`config.mk`:
```
export PLATFORM = sky130hd
export DESIGN_NAME = nic_irq_ctrl
export DESIGN_NICKNAME = d
export VERILOG_FILES = /design/src/rtl/nic_irq_pkg.sv /design/src/rtl/nic_irq_cause.sv /design/src/rtl/nic_irq_throttle.sv /design/src/rtl/nic_irq_ctrl.sv
export SDC_FILE = /design/constraint.sdc
export NUM_CORES = 1
export LEC_CHECK = 0
export ABC_CLOCK_PERIOD_IN_PS = 3700
export BUFFER_PORTS_ARGS = -buffer_cell sky130_fd_sc_hd__buf_2
export CORE_UTILIZATION = 41
export CTS_CLUSTER_DIAMETER = 120
export DETAILED_ROUTE_END_ITERATION = 6
export SYNTH_ARGS = -nofsm -noshare
export SYNTH_HDL_FRONTEND = slang
export SYNTH_SLANG_ARGS = --single-unit
```
`constraint.sdc`:
```
create_clock -name clk -period 3.7 [get_ports clk]
set_input_delay 0.74 -clock clk [delete_from_list [all_inputs] [get_ports clk]]
set_output_delay 0.74 -clock clk [all_outputs]
set_load 0.05 [all_outputs]
```
`src/rtl/nic_irq_pkg.sv`:
```
package nic_irq_pkg;
    localparam int CAUSE_W = 31;
    localparam int DATA_W  = 32;

    typedef enum logic [2:0] {
        RA_CAUSE = 3'd0,
        RA_MASK  = 3'd1,
        RA_AMASK = 3'd2,
        RA_ITVL  = 3'd3,
        RA_CTRL  = 3'd4
    } reg_addr_e;
endpackage

```
`src/rtl/nic_irq_cause.sv`:
```
module nic_irq_cause
    import nic_irq_pkg::*;
(
    input  logic               clk,
    input  logic               rst_n,
    input  logic               rd_cause_i,
    input  logic               wr_cause_i,
    input  logic               wr_mask_i,
    input  logic               wr_amask_i,
    input  logic [DATA_W-1:0]  wdata_i,
    input  logic [CAUSE_W-1:0] evt_i,
    input  logic [CAUSE_W-1:0] urg_i,
    input  logic               ame_i,
    input  logic               line_i,
    output logic [CAUSE_W-1:0] cause_o,
    output logic [CAUSE_W-1:0] mask_o,
    output logic [CAUSE_W-1:0] amask_o,
    output logic               pend_next_o,
    output logic               urg_hit_o
);
    typedef struct packed {
        logic [CAUSE_W-1:0] cause;
        logic [CAUSE_W-1:0] mask;
        logic [CAUSE_W-1:0] amask;
    } cst_t;

    cst_t st_d, st_q;

    always_comb begin
        st_d = st_q;
        if (rd_cause_i && (line_i || st_q.mask == '0))
            st_d.cause = '0;
        if (rd_cause_i && ame_i && line_i)
            st_d.mask = st_q.mask & ~st_q.amask;
        if (wr_cause_i)
            st_d.cause = st_d.cause & ~wdata_i[CAUSE_W-1:0];
        if (wr_mask_i)
            st_d.mask = wdata_i[CAUSE_W-1:0];
        if (wr_amask_i)
            st_d.amask = wdata_i[CAUSE_W-1:0];
        urg_hit_o   = |(urg_i & ~st_d.cause & st_d.mask);
        st_d.cause  = st_d.cause | evt_i | urg_i;
        pend_next_o = |(st_d.cause & st_d.mask);
    end

    always_ff @(posedge clk) begin
        if (!rst_n) st_q <= '0;
        else        st_q <= st_d;
    end

    assign cause_o = st_q.cause;
    assign mask_o  = st_q.mask;
    assign amask_o = st_q.amask;
endmodule

```
`src/rtl/nic_irq_throttle.sv`:
```
module nic_irq_throttle #(
    parameter int ITV_W    = 16,
    parameter int UNIT_CYC = 128
) (
    input  logic             clk,
    input  logic             rst_n,
    input  logic             pend_i,
    input  logic             urg_hit_i,
    input  logic [ITV_W-1:0] itv_i,
    output logic             line_o
);
    localparam int CNT_W = ITV_W + $clog2(UNIT_CYC) + 1;

    typedef struct packed {
        logic             line;
        logic [CNT_W-1:0] cnt;
    } tst_t;

    tst_t st_d, st_q;
    logic [CNT_W-1:0] load_val;

    always_comb begin
        load_val = CNT_W'(itv_i) * CNT_W'(UNIT_CYC);
        st_d = st_q;
        if (!pend_i) begin
            st_d.line = 1'b0;
            st_d.cnt  = '0;
        end else if (urg_hit_i) begin
            st_d.line = 1'b1;
            st_d.cnt  = '0;
        end else if (st_q.line) begin
            st_d.cnt  = '0;
        end else if (itv_i == '0) begin
            st_d.line = 1'b1;
            st_d.cnt  = '0;
        end else if (st_q.cnt == '0) begin
            st_d.cnt  = load_val;
        end else if (st_q.cnt == CNT_W'(1)) begin
            st_d.cnt  = '0;
            st_d.line = 1'b1;
        end else begin
            st_d.cnt  = st_q.cnt - CNT_W'(1);
        end
    end

    always_ff @(posedge clk) begin
        if (!rst_n) st_q <= '0;
        else        st_q <= st_d;
    end

    assign line_o = st_q.line;
endmodule

```
`src/rtl/nic_irq_ctrl.sv`:
```
module nic_irq_ctrl
    import nic_irq_pkg::*;
#(
    parameter int ITV_W    = 16,
    parameter int UNIT_CYC = 128
) (
    input  logic               clk,
    input  logic               rst_n,
    input  logic [CAUSE_W-1:0] evt_i,
    input  logic [CAUSE_W-1:0] urg_i,
    input  logic               reg_wr_i,
    input  logic               reg_rd_i,
    input  logic [2:0]         reg_addr_i,
    input  logic [DATA_W-1:0]  reg_wdata_i,
    output logic [DATA_W-1:0]  reg_rdata_o,
    output logic               irq_o
);
    typedef struct packed {
        logic [ITV_W-1:0] itv;
        logic             ame;
    } cfg_t;

    cfg_t cfg_d, cfg_q;
    logic [CAUSE_W-1:0] cause_q, mask_q, amask_q;
    logic pend_next, urg_hit, line_q;
    logic sel_cause, sel_mask, sel_amask, sel_itv, sel_ctrl;

    always_comb begin
        sel_cause = reg_addr_i == RA_CAUSE;
        sel_mask  = reg_addr_i == RA_MASK;
        sel_amask = reg_addr_i == RA_AMASK;
        sel_itv   = reg_addr_i == RA_ITVL;
        sel_ctrl  = reg_addr_i == RA_CTRL;
        cfg_d = cfg_q;
        if (reg_wr_i && sel_itv)  cfg_d.itv = reg_wdata_i[ITV_W-1:0];
        if (reg_wr_i && sel_ctrl) cfg_d.ame = reg_wdata_i[0];
    end

    always_ff @(posedge clk) begin
        if (!rst_n) cfg_q <= '0;
        else        cfg_q <= cfg_d;
    end

    nic_irq_cause u_cause (
        .clk         (clk),
        .rst_n       (rst_n),
        .rd_cause_i  (reg_rd_i && sel_cause),
        .wr_cause_i  (reg_wr_i && sel_cause),
        .wr_mask_i   (reg_wr_i && sel_mask),
        .wr_amask_i  (reg_wr_i && sel_amask),
        .wdata_i     (reg_wdata_i),
        .evt_i       (evt_i),
        .urg_i       (urg_i),
        .ame_i       (cfg_q.ame),
        .line_i      (line_q),
        .cause_o     (cause_q),
        .mask_o      (mask_q),
        .amask_o     (amask_q),
        .pend_next_o (pend_next),
        .urg_hit_o   (urg_hit)
    );

    nic_irq_throttle #(.ITV_W(ITV_W), .UNIT_CYC(UNIT_CYC)) u_thr (
        .clk       (clk),
        .rst_n     (rst_n),
        .pend_i    (pend_next),
        .urg_hit_i (urg_hit),
        .itv_i     (cfg_q.itv),
        .line_o    (line_q)
    );

    always_comb begin
        reg_rdata_o = '0;
        unique case (1'b1)
            sel_cause: reg_rdata_o = {line_q, cause_q};
            sel_mask:  reg_rdata_o = {1'b0, mask_q};
            sel_amask: reg_rdata_o = {1'b0, amask_q};
            sel_itv:   reg_rdata_o = DATA_W'(cfg_q.itv);
            sel_ctrl:  reg_rdata_o = DATA_W'(cfg_q.ame);
            default:   reg_rdata_o = '0;
        endcase
    end

    assign irq_o = line_q;
endmodule

```
# [Yosys cells after proc, flatten, opt, wreduce, memory -nomap -nowiden]
# Cells that the tools add are included.
[word_totals] in_bits=101 output_inout_bits=33 ff_bits=135
[op_classes] n_bitwise=12 reduce_logical=19 eq_ne=5 muxes=13 n_addsub=1
[ops] cell="$pmux W32 S5" n=1
[ops] cell="$and A31 B31 Y31" n=5
[ops] cell="$mux W31" n=4
[ops] cell="$not A31 Y31" n=3
[ops] cell="$mux W24" n=3
[ops] cell="$or A31 B31 Y31" n=2
[ops] cell="$reduce_or A31 Y1" n=2
[ops] cell="$mux W25" n=2
[ops] cell="$reduce_or A37 Y1" n=1
[ops] cell="$reduce_or A35 Y1" n=1
[ops] cell="$logic_not A31 Y1" n=1
[ops] cell="$eq A24 B1 Y1 const B" n=1
[ops] cell="$logic_not A24 Y1" n=1
[ops] cell="$sub A24 B1 Y24 const B" n=1
[ops] cell="$logic_not A16 Y1" n=1
[ops] cell="$logic_and A1 B1 Y1" n=9
[ops] cell="$eq A3 B2 Y1 const B" n=2
[ops] cell="$eq A3 B1 Y1 const B" n=1
[ops] cell="$eq A3 B3 Y1 const B" n=1
[ops] cell="$logic_not A3 Y1" n=1
[ops] cell="$mux W1" n=3
[ops] cell="$not A1 Y1" n=2
[ops] cell="$reduce_and A2 Y1" n=1
[ops] cell="$logic_or A1 B1 Y1" n=1

# [Longest topological paths before layout]
[depth] word_depth=12 ltp_mapped=11

# [By module]
# From an unflattened synthesis, not the netlist that was laid out.
[hier_totals] hier_cells=917 hier_area_um2=8008.9
[by_module_without_submodules] module="nic_irq_cause" n_inst=1 cells_each=573 area_each_um2=4987.3
[by_module_without_submodules] module="nic_irq_ctrl" n_inst=1 cells_each=194 area_each_um2=1642.8
[by_module_without_submodules] module="nic_irq_throttle" n_inst=1 cells_each=150 area_each_um2=1378.8

# [Least setup slack after synthesis]
# No wires, ideal clock.
[synth_timing] kind="input -> output" startpoint="input port reg_addr_i[0]" endpoint="output port reg_rdata_o[17]" setup_slack_ns=-0.111 path_stages=6 t_arrival_ns=3.071 n_path_buf=3 path_cell_list="clkbuf_1 buf_1 nor2b_1 clkbuf_1 a21oi_1 nor2_1"
[synth_via] elab_chain_cells=2 word_cells_on_any_way=6 cone_classes="4 x eq/ne; 1 x mux; 1 x reduce/logical"
[synth_rtl] element="from (decl)" line_no="nic_irq_ctrl.sv:13" text="input logic [2:0] reg_addr_i,"
[synth_rtl] element="$eq A3 B3 Y1 (tied with other cells)" line_no="nic_irq_ctrl.sv:33" text="sel_ctrl = reg_addr_i == RA_CTRL;"
[synth_rtl] element="$pmux W32 S5 *" line_no="nic_irq_ctrl.sv:74" text="unique case (1'b1)"
[synth_rtl] element="to (decl)" line_no="nic_irq_ctrl.sv:15" text="output logic [DATA_W-1:0] reg_rdata_o,"
# Mark *: on every way between the ends. The rest lies on a longest branch, timed or not.

# [Worst setup path after layout]
[layout_timing] startpoint="register u_cause.st_q (netlist bit u_cause.mask_o[20])" endpoint="register u_thr.st_q[17] in the netlist's numbering"
[layout_via] elab_chain_cells=12 word_cells_on_any_way=18 cone_classes="4 x mux; 9 x bitwise; 5 x reduce/logical"
[layout_rtl] element="from (decl)" line_no="nic_irq_cause.sv:27" text="cst_t st_d, st_q;"
[layout_rtl] element="from (signal assigned)" line_no="nic_irq_cause.sv:48" text="else st_q <= st_d;"
[layout_rtl] element="$logic_not A31 Y1" line_no="nic_irq_cause.sv:31" text="if (rd_cause_i && (line_i || st_q.mask == '0))"
[layout_rtl] element="$logic_or A1 B1 Y1" line_no="nic_irq_cause.sv:31"
[layout_rtl] element="$logic_and A1 B1 Y1" line_no="nic_irq_cause.sv:31"
[layout_rtl] element="$mux W31" line_no="nic_irq_cause.sv:31"
[layout_rtl] element="$and A31 B31 Y31" line_no="nic_irq_cause.sv:36" text="st_d.cause = st_d.cause & ~wdata_i[CAUSE_W-1:0];"
[layout_rtl] element="$mux W31" line_no="nic_irq_cause.sv:35" text="if (wr_cause_i)"
[layout_rtl] element="$or A31 B31 Y31 (2 in series)" line_no="nic_irq_cause.sv:42" text="st_d.cause = st_d.cause | evt_i | urg_i;"
[layout_rtl] element="$and A31 B31 Y31" line_no="nic_irq_cause.sv:43" text="pend_next_o = |(st_d.cause & st_d.mask);"
[layout_rtl] element="$reduce_or A31 Y1" line_no="nic_irq_cause.sv:43"
[layout_rtl] element="$not A1 Y1 (no source line)"
[layout_rtl] element="$reduce_or A35 Y1 (no source line) *"
[layout_rtl] element="to (signal assigned)" line_no="nic_irq_throttle.sv:48" text="else st_q <= st_d;"
[layout_rtl] element="to (decl)" line_no="nic_irq_throttle.sv:19" text="tst_t st_d, st_q;"
# Marked as above.
# A chain may end at the register's enable or synchronous reset.

==> impl_metrics.tcl <==
set metrics [dict create \
    cts_root_buf "clkbuf_16" \
    worst-setup-path-type "flip-flop to flip-flop" \
    instances_no_fill 1355 \
    cp-start-kind "flip-flop" \
    ys_types 68 \
    slowest_stage "nor4_1" \
    synthArstFlopShare 0 \
    fin_nets 1216 \
    p_seq_frac 0.223 \
    portBuffers 132 \
    gr-total-overflow 0 \
    grt_pass1_wl_mm 43.4 \
    max_freq_ghz 0.292 \
    core_area_um2 18100 \
    via_per_inst 6.02 \
    routedWlPerCell_um 21.3 \
    clock_latency_ps 430 \
    final_core_util 0.542 \
    avgSynthCellArea_um2 8.26 \
    antenna_found_initial 0 \
    clkPwrFrac 0.233 \
    synth_edf_count 0 \
    htreeDepth 4 \
    vdd_drop_max_mv 0.951 \
    skew_ps 8.50 \
    rsz0062_at_grt "false" \
    place_hpwl_mm 20.7 \
    slowest_delay_ps 490 \
    violations "DRC" \
    drv_cap 0 \
    dieArea_um2 19300 \
    diodes 0 \
    worst_pin_slew_ps 1140 \
    worstReg2RegStart "u_cause.mask_o[20]" \
    numCtsBuffers 17 \
    path_clk_slew_ps 60 \
    cp.required_ps 3970 \
    final_layout_size_suffix_gt1_frac 0.273 \
    cts_tree "built" \
    place_congestion 0.956 \
    critPathCaptureType "flip-flop" \
    synth_cells 930 \
    grt_use_total 0.298 \
    dpl-instance-area_um2 9210 \
    floorplan.initialDensity 0.423 \
    cts.sinks 135 \
    fin_area_um2 9830 \
    fin_crit_ps 3430 \
    critPathBufInv 3 \
    ant_nets 0 \
    timing.critical_path.cells "nor4_1 > nand4_1 > buf_4 > o211ai_1 > a21oi_1 > a2111oi_0 > buf_4 > nand4_1 > nor4_4 > buf_12 > nor4_2" \
    synth_nets 1033 \
    synthFlopType "dfxtp_1" \
    maxSlewViolCount 0 \
    synth_area_um2 7680 \
    internal_power_uw 4280 \
    crit_fanout 25 \
    holdCritStartpoint "u_cause.amask_o[9]" \
    pwr-share-comb 0.544 \
    fin_tns_setup_ps 0 \
    switchingPower_uw 3410 \
    num_rows 49 \
    min_path_type "flip-flop to flip-flop" \
    holdWs_ps 473 \
    drtIter0Drc 993 \
    setup_viol 0 \
    p_leak_uw 0.00411 \
    startpoint "u_cause.mask_o[20]" \
    finalCritPeriodShare 0.926 \
    dieWidth_um 139 \
    ys_ff_latch 135 \
    dr.pass1.iters 7 \
    cp_top_family "simple AND/OR/NAND/NOR gates" \
    power.density_nw_per_um2 782 \
    grt_max_degree 82 \
    status "finished, violations left" \
    max-slew-margin-rel 0.220 \
    clk_path_buf_depth 2 \
    seq_area_frac_synth 0.352 \
    postCtsHoldBufs 0 \
    yosysWarnings 0 \
    switching_share 0.443 \
    vias 8153 \
    hold_viol 0 \
    place_inst 1323 \
    syn_to_final_growth_pct 28.0 \
    cp.arrival_ps 3700 \
    grt_pass1_vias 7375 \
    drc 12 \
    die_h_um 139 \
    wl_mm 28.8 \
    pin_count 134 \
]
==> layout by cell type (no fill, tap or decap), types with 13 or more instances in the layout <==
| master | instances |
|---|---|
| a2111oi_0 | 23 |
| o211ai_1 | 16 |
| inv_1 | 35 |
| dfxtp_1 | 135 |
| buf_2 | 132 |
| nor2_1 | 51 |
| nand2_1 | 114 |
| nor4_1 | 16 |
| nor4_2 | 13 |
| a21boi_0 | 27 |
| a21oi_1 | 117 |
| mux4_2 | 15 |
| and2_1 | 32 |
| a22oi_1 | 15 |
| clkbuf_16 | 17 |
| a211oi_1 | 30 |
| nor2b_1 | 24 |
| buf_4 | 86 |
| mux2i_1 | 42 |
| nand3_1 | 16 |
| nor3_1 | 17 |
==> power groups by stage <==
stage | clock, uW | sequential, uW | combinational (uW)
floorplan | 0 | 1750 | 3930
global placement | 0 | 1730 | 4020
finish | 1790 | 1710 | 4190
detailed placement | 0 | 1740 | 4020
global route | 1870 | 1710 | 4190
CTS | 1800 | 1700 | 4060
==> worst paths after layout <==
kind                                      endpoint  slack (ps)  cells past startpoint
worst min-delay path            u_cause.amask_o[9]         470                      2
worst max register to register      u_thr.st_q[17]         270                     11
worst max-delay path                u_thr.st_q[17]         270                     11
worst min register to register  u_cause.amask_o[9]         470                      2
==> cells by family (layout without fill, tap and decap cells) <==
group | Yosys count | after routing | share of synthesized area
mux | 57 | 57 | 0.0987
simple gates | 335 | 335 | 0.229
compound gates | 284 | 284 | 0.242
fa+ha+maj | 2 | 2 | 0.00326
xor+xnor | 17 | 17 | 0.0194
buf+inv | 100 | 296 | 0.0557
flops | 135 | 135 | 0.352
==> layer usage <==
metal / vias to the layer above / routed length (um) / global-route usage
met1: 3865 / 12500 / 0.423
met5: - / 0 / 0
met4: 0 / 810 / 0.112
li1: 3785 / - / -
met3: 58 / 2990 / 0.0670
met2: 445 / 12500 / 0.437
==> state kept, by name (all words and copies together) (netlist names) <==
name / cells
u_thr.line_o: 1
u_cause.cause_o: 31
cfg_q: 17
u_cause.mask_o: 31
u_cause.amask_o: 31
u_thr.st_q: 24
==> worst min-delay path, delay by kind of cell (launching register included) <==
family	cells	cell delay, ps
compound gates	1	50
flops	1	320
simple gates	1	60
==> final cells by class <==
cell class                 instances  area (um^2)
fill                            1712         8310
multi-input combinational        695         4610
sequential                       135         2700
timing repair buffer             227         1490
clock buffer                      18          439
tap                              229          287
clock inverter                    14          174
inverter                          37          140
==> cell usage after synthesis, types with 7 or more instances <==
cell,number,share of area
mux2i_1,42,0.055
mux4_2,15,0.044
a2111oi_0,24,0.027
nor3_1,17,0.011
nor4_1,17,0.014
a21boi_0,27,0.026
nand4_1,9,0.0073
a22oi_1,15,0.015
nor2_1,62,0.030
dfxtp_1,135,0.35
o21ai_0,11,0.0072
xnor2_1,7,0.0080
nand3_1,16,0.010
and2_1,32,0.026
nand2_1,114,0.056
inv_1,35,0.017
a21o_1,7,0.0068
a211oi_1,30,0.029
o211ai_1,16,0.016
nor2b_1,24,0.020
xor2_1,10,0.011
a21oi_1,117,0.076
nor4_2,12,0.020
clkbuf_1,45,0.022
==> what timing repair did <==
action | in CTS | in global routing
setup endpoints to repair | 0 | 25
resized for setup | 0 | 3
setup buffers | 0 | 0
==> through the flow <==
| stage | total power, uW | worst slack [ps] |
|---|---|---|
| floorplan | 5690 | 101 |
| global placement | 5750 | -236 |
| detailed placement | 5760 | -205 |
| CTS | 7560 | 130 |
| global route | 7770 | 81.6 |
| finish | 7690 | 273 |
(Power assumes the default switching activity.)
